==> src/rtl/ppfd_pkg.sv <==
package ppfd_pkg;
  localparam int DW = 8;
  localparam int CW = 4;
  localparam int MW = 2;

  typedef enum logic [MW-1:0] {
    PM_NORMAL = 2'b00,
    PM_ONE    = 2'b01,
    PM_TWO    = 2'b10,
    PM_RSVD   = 2'b11
  } pmode_e;

  localparam logic [1:0] RS_DATA   = 2'b00;
  localparam logic [1:0] RS_STATUS = 2'b01;
  localparam logic [1:0] RS_CTRL   = 2'b10;

  // cable-absent images
  localparam logic [DW-1:0] STAT_IDLE = 8'h48;
  localparam logic [DW-1:0] CTRL_IDLE = 8'h04;

  // pins carrying drive 0 only; blocked in mode 1
  localparam logic [DW-1:0] PD_DRV0 = 8'h40;
  localparam logic [CW-1:0] CT_DRV0 = 4'b0001;
  // control pins used by the floppy path
  localparam logic [CW-1:0] CT_USED = 4'b0011;

  typedef struct packed {
    logic [1:0] mtr;
    logic [1:0] ds;
    logic       step;
    logic       dir;
    logic       wgate;
    logic       hdsel;
    logic       densel;
    logic       wdata;
  } fdc_out_t;

  function automatic logic is_floppy(pmode_e m);
    return (m == PM_ONE) || (m == PM_TWO);
  endfunction
endpackage

==> src/rtl/ppfd_cfg_regs.sv <==
module ppfd_cfg_regs
  import ppfd_pkg::*;
(
  input  logic          clk_i,
  input  logic          rst_ni,
  input  logic          mode_wr_i,
  input  logic [MW-1:0] mode_wdata_i,
  input  logic          data_wr_i,
  input  logic [DW-1:0] data_wdata_i,
  output pmode_e        mode_o,
  output logic [DW-1:0] echo_o
);
  always_ff @(posedge clk_i or negedge rst_ni) begin
    if (!rst_ni) begin
      mode_o <= PM_NORMAL;
      echo_o <= '0;
    end else begin
      if (mode_wr_i) mode_o <= pmode_e'(mode_wdata_i);
      if (data_wr_i) echo_o <= data_wdata_i;
    end
  end

  assert_mode_load_R2: assert property (@(posedge clk_i) disable iff (!rst_ni)
    mode_wr_i |=> (mode_o == $past(mode_wdata_i)));

  assert_echo_load_R5: assert property (@(posedge clk_i) disable iff (!rst_ni)
    data_wr_i |=> (echo_o == $past(data_wdata_i)));

  assert_mode_hold_R2: assert property (@(posedge clk_i) disable iff (!rst_ni)
    !mode_wr_i |=> $stable(mode_o));
endmodule

==> src/rtl/ppfd_pin_route.sv <==
module ppfd_pin_route
  import ppfd_pkg::*;
(
  input  logic          clk_i,
  input  logic          rst_ni,
  input  pmode_e        mode_i,
  input  fdc_out_t      fdc_i,
  input  logic [1:0]    drv_sel_i,
  input  logic [DW-1:0] pp_pd_i,
  input  logic          pp_pd_oe_i,
  input  logic [CW-1:0] pp_ctl_i,
  input  logic          pp_ctl_oe_i,
  output logic [DW-1:0] pd_o,
  output logic [DW-1:0] pd_oe_o,
  output logic [CW-1:0] ctl_o,
  output logic [CW-1:0] ctl_oe_o
);
  logic          flop_on;
  logic          sel_ok;
  logic          two_drv;
  logic [DW-1:0] fd_pd;
  logic [CW-1:0] fd_ct;

  assign flop_on = is_floppy(mode_i);
  assign two_drv = (mode_i == PM_TWO);
  // drive select must point at a routed drive
  assign sel_ok  = (mode_i == PM_ONE && drv_sel_i == 2'd1) ||
                   (mode_i == PM_TWO && drv_sel_i <= 2'd1);

  assign fd_pd = {fdc_i.ds[1], fdc_i.ds[0], fdc_i.step, fdc_i.dir,
                  fdc_i.wgate, fdc_i.hdsel, fdc_i.densel, fdc_i.wdata};
  assign fd_ct = {{(CW-2){1'b0}}, fdc_i.mtr};

  for (genvar i = 0; i < DW; i++) begin : g_pd
    always_comb begin
      if (flop_on) begin
        pd_o[i]    = fd_pd[i];
        pd_oe_o[i] = sel_ok && (two_drv || !PD_DRV0[i]);
      end else begin
        pd_o[i]    = pp_pd_i[i];
        pd_oe_o[i] = pp_pd_oe_i;
      end
    end
  end

  for (genvar j = 0; j < CW; j++) begin : g_ct
    always_comb begin
      if (flop_on) begin
        ctl_o[j]    = fd_ct[j];
        ctl_oe_o[j] = sel_ok && CT_USED[j] && (two_drv || !CT_DRV0[j]);
      end else begin
        ctl_o[j]    = pp_ctl_i[j];
        ctl_oe_o[j] = pp_ctl_oe_i;
      end
    end
  end

  assert_drv0_off_R9: assert property (@(posedge clk_i) disable iff (!rst_ni)
    (mode_i == PM_ONE) |-> (!pd_oe_o[6] && !ctl_oe_o[0]));

  assert_float_R10: assert property (@(posedge clk_i) disable iff (!rst_ni)
    (flop_on && drv_sel_i[1]) |-> (pd_oe_o == '0 && ctl_oe_o == '0));

  assert_pass_R3: assert property (@(posedge clk_i) disable iff (!rst_ni)
    !flop_on |-> (pd_o == pp_pd_i && ctl_o == pp_ctl_i));

  assert_step_pin_R8: assert property (@(posedge clk_i) disable iff (!rst_ni)
    flop_on |-> (pd_o[5] == fdc_i.step && ctl_o[1] == fdc_i.mtr[1]));
endmodule

==> src/rtl/ppfd_read_ovr.sv <==
module ppfd_read_ovr
  import ppfd_pkg::*;
(
  input  logic          clk_i,
  input  logic          rst_ni,
  input  pmode_e        mode_i,
  input  logic [1:0]    rd_sel_i,
  input  logic [DW-1:0] echo_i,
  input  logic [DW-1:0] pp_rd_data_i,
  output logic [DW-1:0] rd_data_o
);
  logic flop_on;
  assign flop_on = is_floppy(mode_i);

  always_comb begin
    rd_data_o = pp_rd_data_i;
    if (flop_on) begin
      unique case (rd_sel_i)
        RS_DATA:   rd_data_o = echo_i;
        RS_STATUS: rd_data_o = STAT_IDLE;
        RS_CTRL:   rd_data_o = CTRL_IDLE;
        default:   rd_data_o = pp_rd_data_i;
      endcase
    end
  end

  assert_stat_idle_R7: assert property (@(posedge clk_i) disable iff (!rst_ni)
    (flop_on && rd_sel_i == RS_STATUS) |-> (rd_data_o[7] == 1'b0 && rd_data_o[6] == 1'b1));

  assert_ctrl_idle_R6: assert property (@(posedge clk_i) disable iff (!rst_ni)
    (flop_on && rd_sel_i == RS_CTRL) |-> (rd_data_o[2] == 1'b1 && rd_data_o[0] == 1'b0));

  assert_read_pass_R4: assert property (@(posedge clk_i) disable iff (!rst_ni)
    (!flop_on || rd_sel_i == 2'b11) |-> (rd_data_o == pp_rd_data_i));
endmodule

==> src/rtl/ppfd_pin_mux.sv <==
module ppfd_pin_mux
  import ppfd_pkg::*;
(
  input  logic          clk_i,
  input  logic          rst_ni,
  input  logic          mode_wr_i,
  input  logic [1:0]    mode_wdata_i,
  input  logic          data_wr_i,
  input  logic [7:0]    data_wdata_i,
  input  logic [1:0]    rd_sel_i,
  input  logic [7:0]    pp_rd_data_i,
  output logic [7:0]    rd_data_o,
  input  logic [7:0]    pp_pd_i,
  input  logic          pp_pd_oe_i,
  input  logic [3:0]    pp_ctl_i,
  input  logic          pp_ctl_oe_i,
  input  logic          fdc_wdata_i,
  input  logic          fdc_densel_i,
  input  logic          fdc_hdsel_i,
  input  logic          fdc_wgate_i,
  input  logic          fdc_dir_i,
  input  logic          fdc_step_i,
  input  logic [1:0]    fdc_ds_i,
  input  logic [1:0]    fdc_mtr_i,
  input  logic [1:0]    drv_sel_i,
  output logic [7:0]    pd_o,
  output logic [7:0]    pd_oe_o,
  output logic [3:0]    ctl_o,
  output logic [3:0]    ctl_oe_o
);
  pmode_e        mode_q;
  logic [DW-1:0] echo_q;
  fdc_out_t      fdc;

  assign fdc = '{mtr: fdc_mtr_i, ds: fdc_ds_i, step: fdc_step_i, dir: fdc_dir_i,
                 wgate: fdc_wgate_i, hdsel: fdc_hdsel_i, densel: fdc_densel_i,
                 wdata: fdc_wdata_i};

  ppfd_cfg_regs u_cfg (
    .clk_i        (clk_i),
    .rst_ni       (rst_ni),
    .mode_wr_i    (mode_wr_i),
    .mode_wdata_i (mode_wdata_i),
    .data_wr_i    (data_wr_i),
    .data_wdata_i (data_wdata_i),
    .mode_o       (mode_q),
    .echo_o       (echo_q)
  );

  ppfd_pin_route u_route (
    .clk_i       (clk_i),
    .rst_ni      (rst_ni),
    .mode_i      (mode_q),
    .fdc_i       (fdc),
    .drv_sel_i   (drv_sel_i),
    .pp_pd_i     (pp_pd_i),
    .pp_pd_oe_i  (pp_pd_oe_i),
    .pp_ctl_i    (pp_ctl_i),
    .pp_ctl_oe_i (pp_ctl_oe_i),
    .pd_o        (pd_o),
    .pd_oe_o     (pd_oe_o),
    .ctl_o       (ctl_o),
    .ctl_oe_o    (ctl_oe_o)
  );

  ppfd_read_ovr u_rd (
    .clk_i        (clk_i),
    .rst_ni       (rst_ni),
    .mode_i       (mode_q),
    .rd_sel_i     (rd_sel_i),
    .echo_i       (echo_q),
    .pp_rd_data_i (pp_rd_data_i),
    .rd_data_o    (rd_data_o)
  );

  // no parallel engine input reaches the pins in floppy mode
  assert_pp_blocked_R11: assert property (@(posedge clk_i) disable iff (!rst_ni)
    (is_floppy(mode_q) && $stable(fdc) && $stable(drv_sel_i) && $stable(mode_q))
      |-> ($stable(pd_o) && $stable(pd_oe_o) && $stable(ctl_o) && $stable(ctl_oe_o)));
endmodule

==> config.mk <==
export PLATFORM = sky130hd
export DESIGN_NAME = ppfd_pin_mux
export DESIGN_NICKNAME = d
export VERILOG_FILES = /design/src/rtl/ppfd_pkg.sv /design/src/rtl/ppfd_cfg_regs.sv /design/src/rtl/ppfd_pin_route.sv /design/src/rtl/ppfd_read_ovr.sv /design/src/rtl/ppfd_pin_mux.sv
export SDC_FILE = /design/constraint.sdc
export NUM_CORES = 1
export LEC_CHECK = 0
export BUFFER_PORTS_ARGS = -buffer_cell sky130_fd_sc_hd__buf_2
export CORE_UTILIZATION = 31
export DETAILED_ROUTE_END_ITERATION = 6
export PLACE_DENSITY = 0.72
export SYNTH_ARGS = -nofsm -noshare
export SYNTH_HDL_FRONTEND = slang
export SYNTH_SLANG_ARGS = --single-unit
==> constraint.sdc <==
create_clock -name clk_i -period 2.41 [get_ports clk_i]
set_clock_uncertainty 0.05 [all_clocks]
set_input_delay 0.482 -clock clk_i [delete_from_list [all_inputs] [get_ports clk_i]]
set_output_delay 0.482 -clock clk_i [all_outputs]
set_load 0.01 [all_outputs]
==> run metrics <==
outcome=finished clean; 1st-pass router iterations=2; Synth Register Bits=10; root buf cell=clkbuf_4; met1 Use GR=15.3%; Post-Synthesis Cell Area=792 µm²; drt via density=4.68; met3 Use GR=2.03%; commonest register cell after synthesis=dfrtp_1; Chip Width=52.5 µm; Antenna Cells=0; largest net degree at the start of global routing=14; Clock Latency Late Sink=250 ps; first-pass GRT wire length=2990 µm; area share of the largest cell type after synthesis=31.6%; Required @ worst endpoint=1880 ps; Placed Cells=172; WL per Instance=11.4 µm; Max IR drop VDD=0.000423 V; hold crit path type=input pin to asynchronous set/reset pin; Remaining DRCs=0; Syn. warnings=0; RR Endpoint=u_cfg.echo_o[0]; fin area=0.00123 mm²; Die Height=52.5 µm; crit path DAT=1670 ps; Synth Instances=72; vias in the first global route=751; Rel. slew slack=74.3%; Max clock buf depth=2; Die ar.=0.00276 mm²; initial core utilization=34.2%; post-synth cell types=21; nets@finish=201; area post-placement=0.00117 mm²; TritonCTS Sinks=10; CP max FO=12; R2R Setup Slk=1600 ps; Finished Layout Cells=176; final worst-path cycle share=91.4%; f_max=0.454 GHz; Clock transition at path regs=70 ps; syn_area_per_cell=11.0 µm²; Static Leak=0.703 nW; global-route track usage on met2=28.7%; largest cells by area after synthesis=dfrtp_1, mux2_4, mux2_2; Core ar.=0.00232 mm²; fraction of layout cells with a size suffix above 1=73.0%; R2R depth=1; syn_nets=124; most common library cells after synthesis=dfrtp_1, mux2_2, mux2_4, buf_4, nand2_1; pre-CTS WS=204 ps; Synth async-reset ratio=100%; setup TNS=0 ps; area leader, netlist=dfrtp_1; num rows=17; Critical R2R Launch=u_cfg.echo_o[0]; GRT Max-Usage Layer=met2; Slew Viols, Final=0; CTS Hold Bufs=0; H-tree levels=1; Max-Cap Viols=0; Ports=82; Power per Cell Area=543 mW/mm²; placed wire-length estimate=1730 µm; Layout area overhead=54.8%; crit path capture type=output port; setup violators final=0; startpoint types=flip-flop; Total Routed Length=2010 µm; most frequent cell after synthesis=dfrtp_1; Final Hold Viols=0; Crit Path Class=flip-flop to output port; antenna-violating nets left=0; Vias=823; RSZ-0062 raised after global routing=no; All-Layer GR Usage=14.5%; setup slack after layout=208 ps; Final GP Congestion=0.692; GRT overflow=0; DRT iter0 DRCs=4; worst slew pin tran=383 ps; input/output buffers=81; setup fix buffers added after clock tree synthesis=0; initial antenna violation count=0; CTS tree=done; Final Critical Period=2200 ps; Post-synth EDFFs=0; Num CTS Buffers=3; sequential-to-total area share from yosys stat=31.6%
-- placed cells by master, fill, tap and decap left out --
cell type / synthesis / layout
mux2_2: 9 / 9
o32a_1: 2 / 2
clkbuf_4: 0 / 3
nand2_1: 6 / 6
nor2_1: 2 / 2
clkbuf_8: 0 / 1
dfrtp_1: 10 / 10
nor3_2: 1 / 1
inv_1: 3 / 3
a21oi_1: 1 / 1
ha_4: 0 / 1
buf_2: 1 / 81
o31ai_1: 3 / 2
and2_1: 2 / 2
o21ai_0: 2 / 2
a22o_1: 5 / 5
o21ai_1: 1 / 1
buf_12: 0 / 1
ha_1: 2 / 1
or3b_1: 1 / 1
mux2_4: 9 / 9
a21o_2: 1 / 1
o31ai_2: 0 / 1
nor2b_1: 2 / 2
-- sequential cells by signal, indices dropped and copies added, names as in the netlist --
name          count
u_cfg.echo_o      8
u_cfg.mode_o      2
-- final cells by class --
cell class	count	area (µm²)
fillers	224	1090
inverters	3	11.3
repair buffers	82	425
well taps	28	35.0
clock buffers	4	36.3
flip-flops and latches	10	250
multi-input cells	49	468
-- worst max-delay path by stage --
| stage | end | from |
|---|---|---|
| floorplan | pd_oe_o[1] | u_cfg.mode_o[0] |
| global placement | pd_oe_o[1] | u_cfg.mode_o[0] |
| detailed placement | pd_oe_o[5] | u_cfg.mode_o[0] |
| CTS | ctl_o[1] | u_cfg.mode_o[0] |
| global route | rd_data_o[5] | u_cfg.mode_o[0] |
| finish | rd_data_o[0] | u_cfg.mode_o[0] |
-- through the flow --
stage                     util, %  hold slack, ps  total power [mW]
after CTS                    52.5            17.6             0.668
after global placement       50.6             302             0.507
after floorplan                 -             136             0.409
final                        52.9            17.7             0.666
after global routing         52.9            16.8             0.713
after detailed placement     50.6             304             0.516
-- per-layer routing --
layer  vias up  wire (µm)
li1        404          -
met1       363        771
met2        56       1030
met3         0        211
met4         0          0
met5         -          0
-- critical path, stage by stage, from the launching register on --
cell and delay, ps:
dfrtp_1 380, inv_1 110, ha_4 260, nor3_2 310, a22o_1 220, buf_2 130
-- where the power goes --
part,switching [mW],total (mW),internal [mW]
Combinational,0.150,0.326,0.177
Sequential,0.00928,0.194,0.184
Clock,0.0546,0.146,0.0915
Total,0.214,0.666,0.452
-- cell families (layout without fill, tap and decap cells) --
kind of cell,Yosys count,count (layout),share of synthesized area (%)
flops,10,10,31.6
simple gates,14,14,9.32
mux,18,18,29.9
compound gates,15,15,14.5
buf+inv,13,89,11.5
fa+ha+maj,2,2,3.16
-- timing repair --
item                                   4_1_cts  5_1_grt
setup endpoints to repair                   11       12
endpoints found under the hold margin        0        0
gates resized for setup                      2        1
gates cloned                                 0        0
Power figures use the tool's default switching activity.
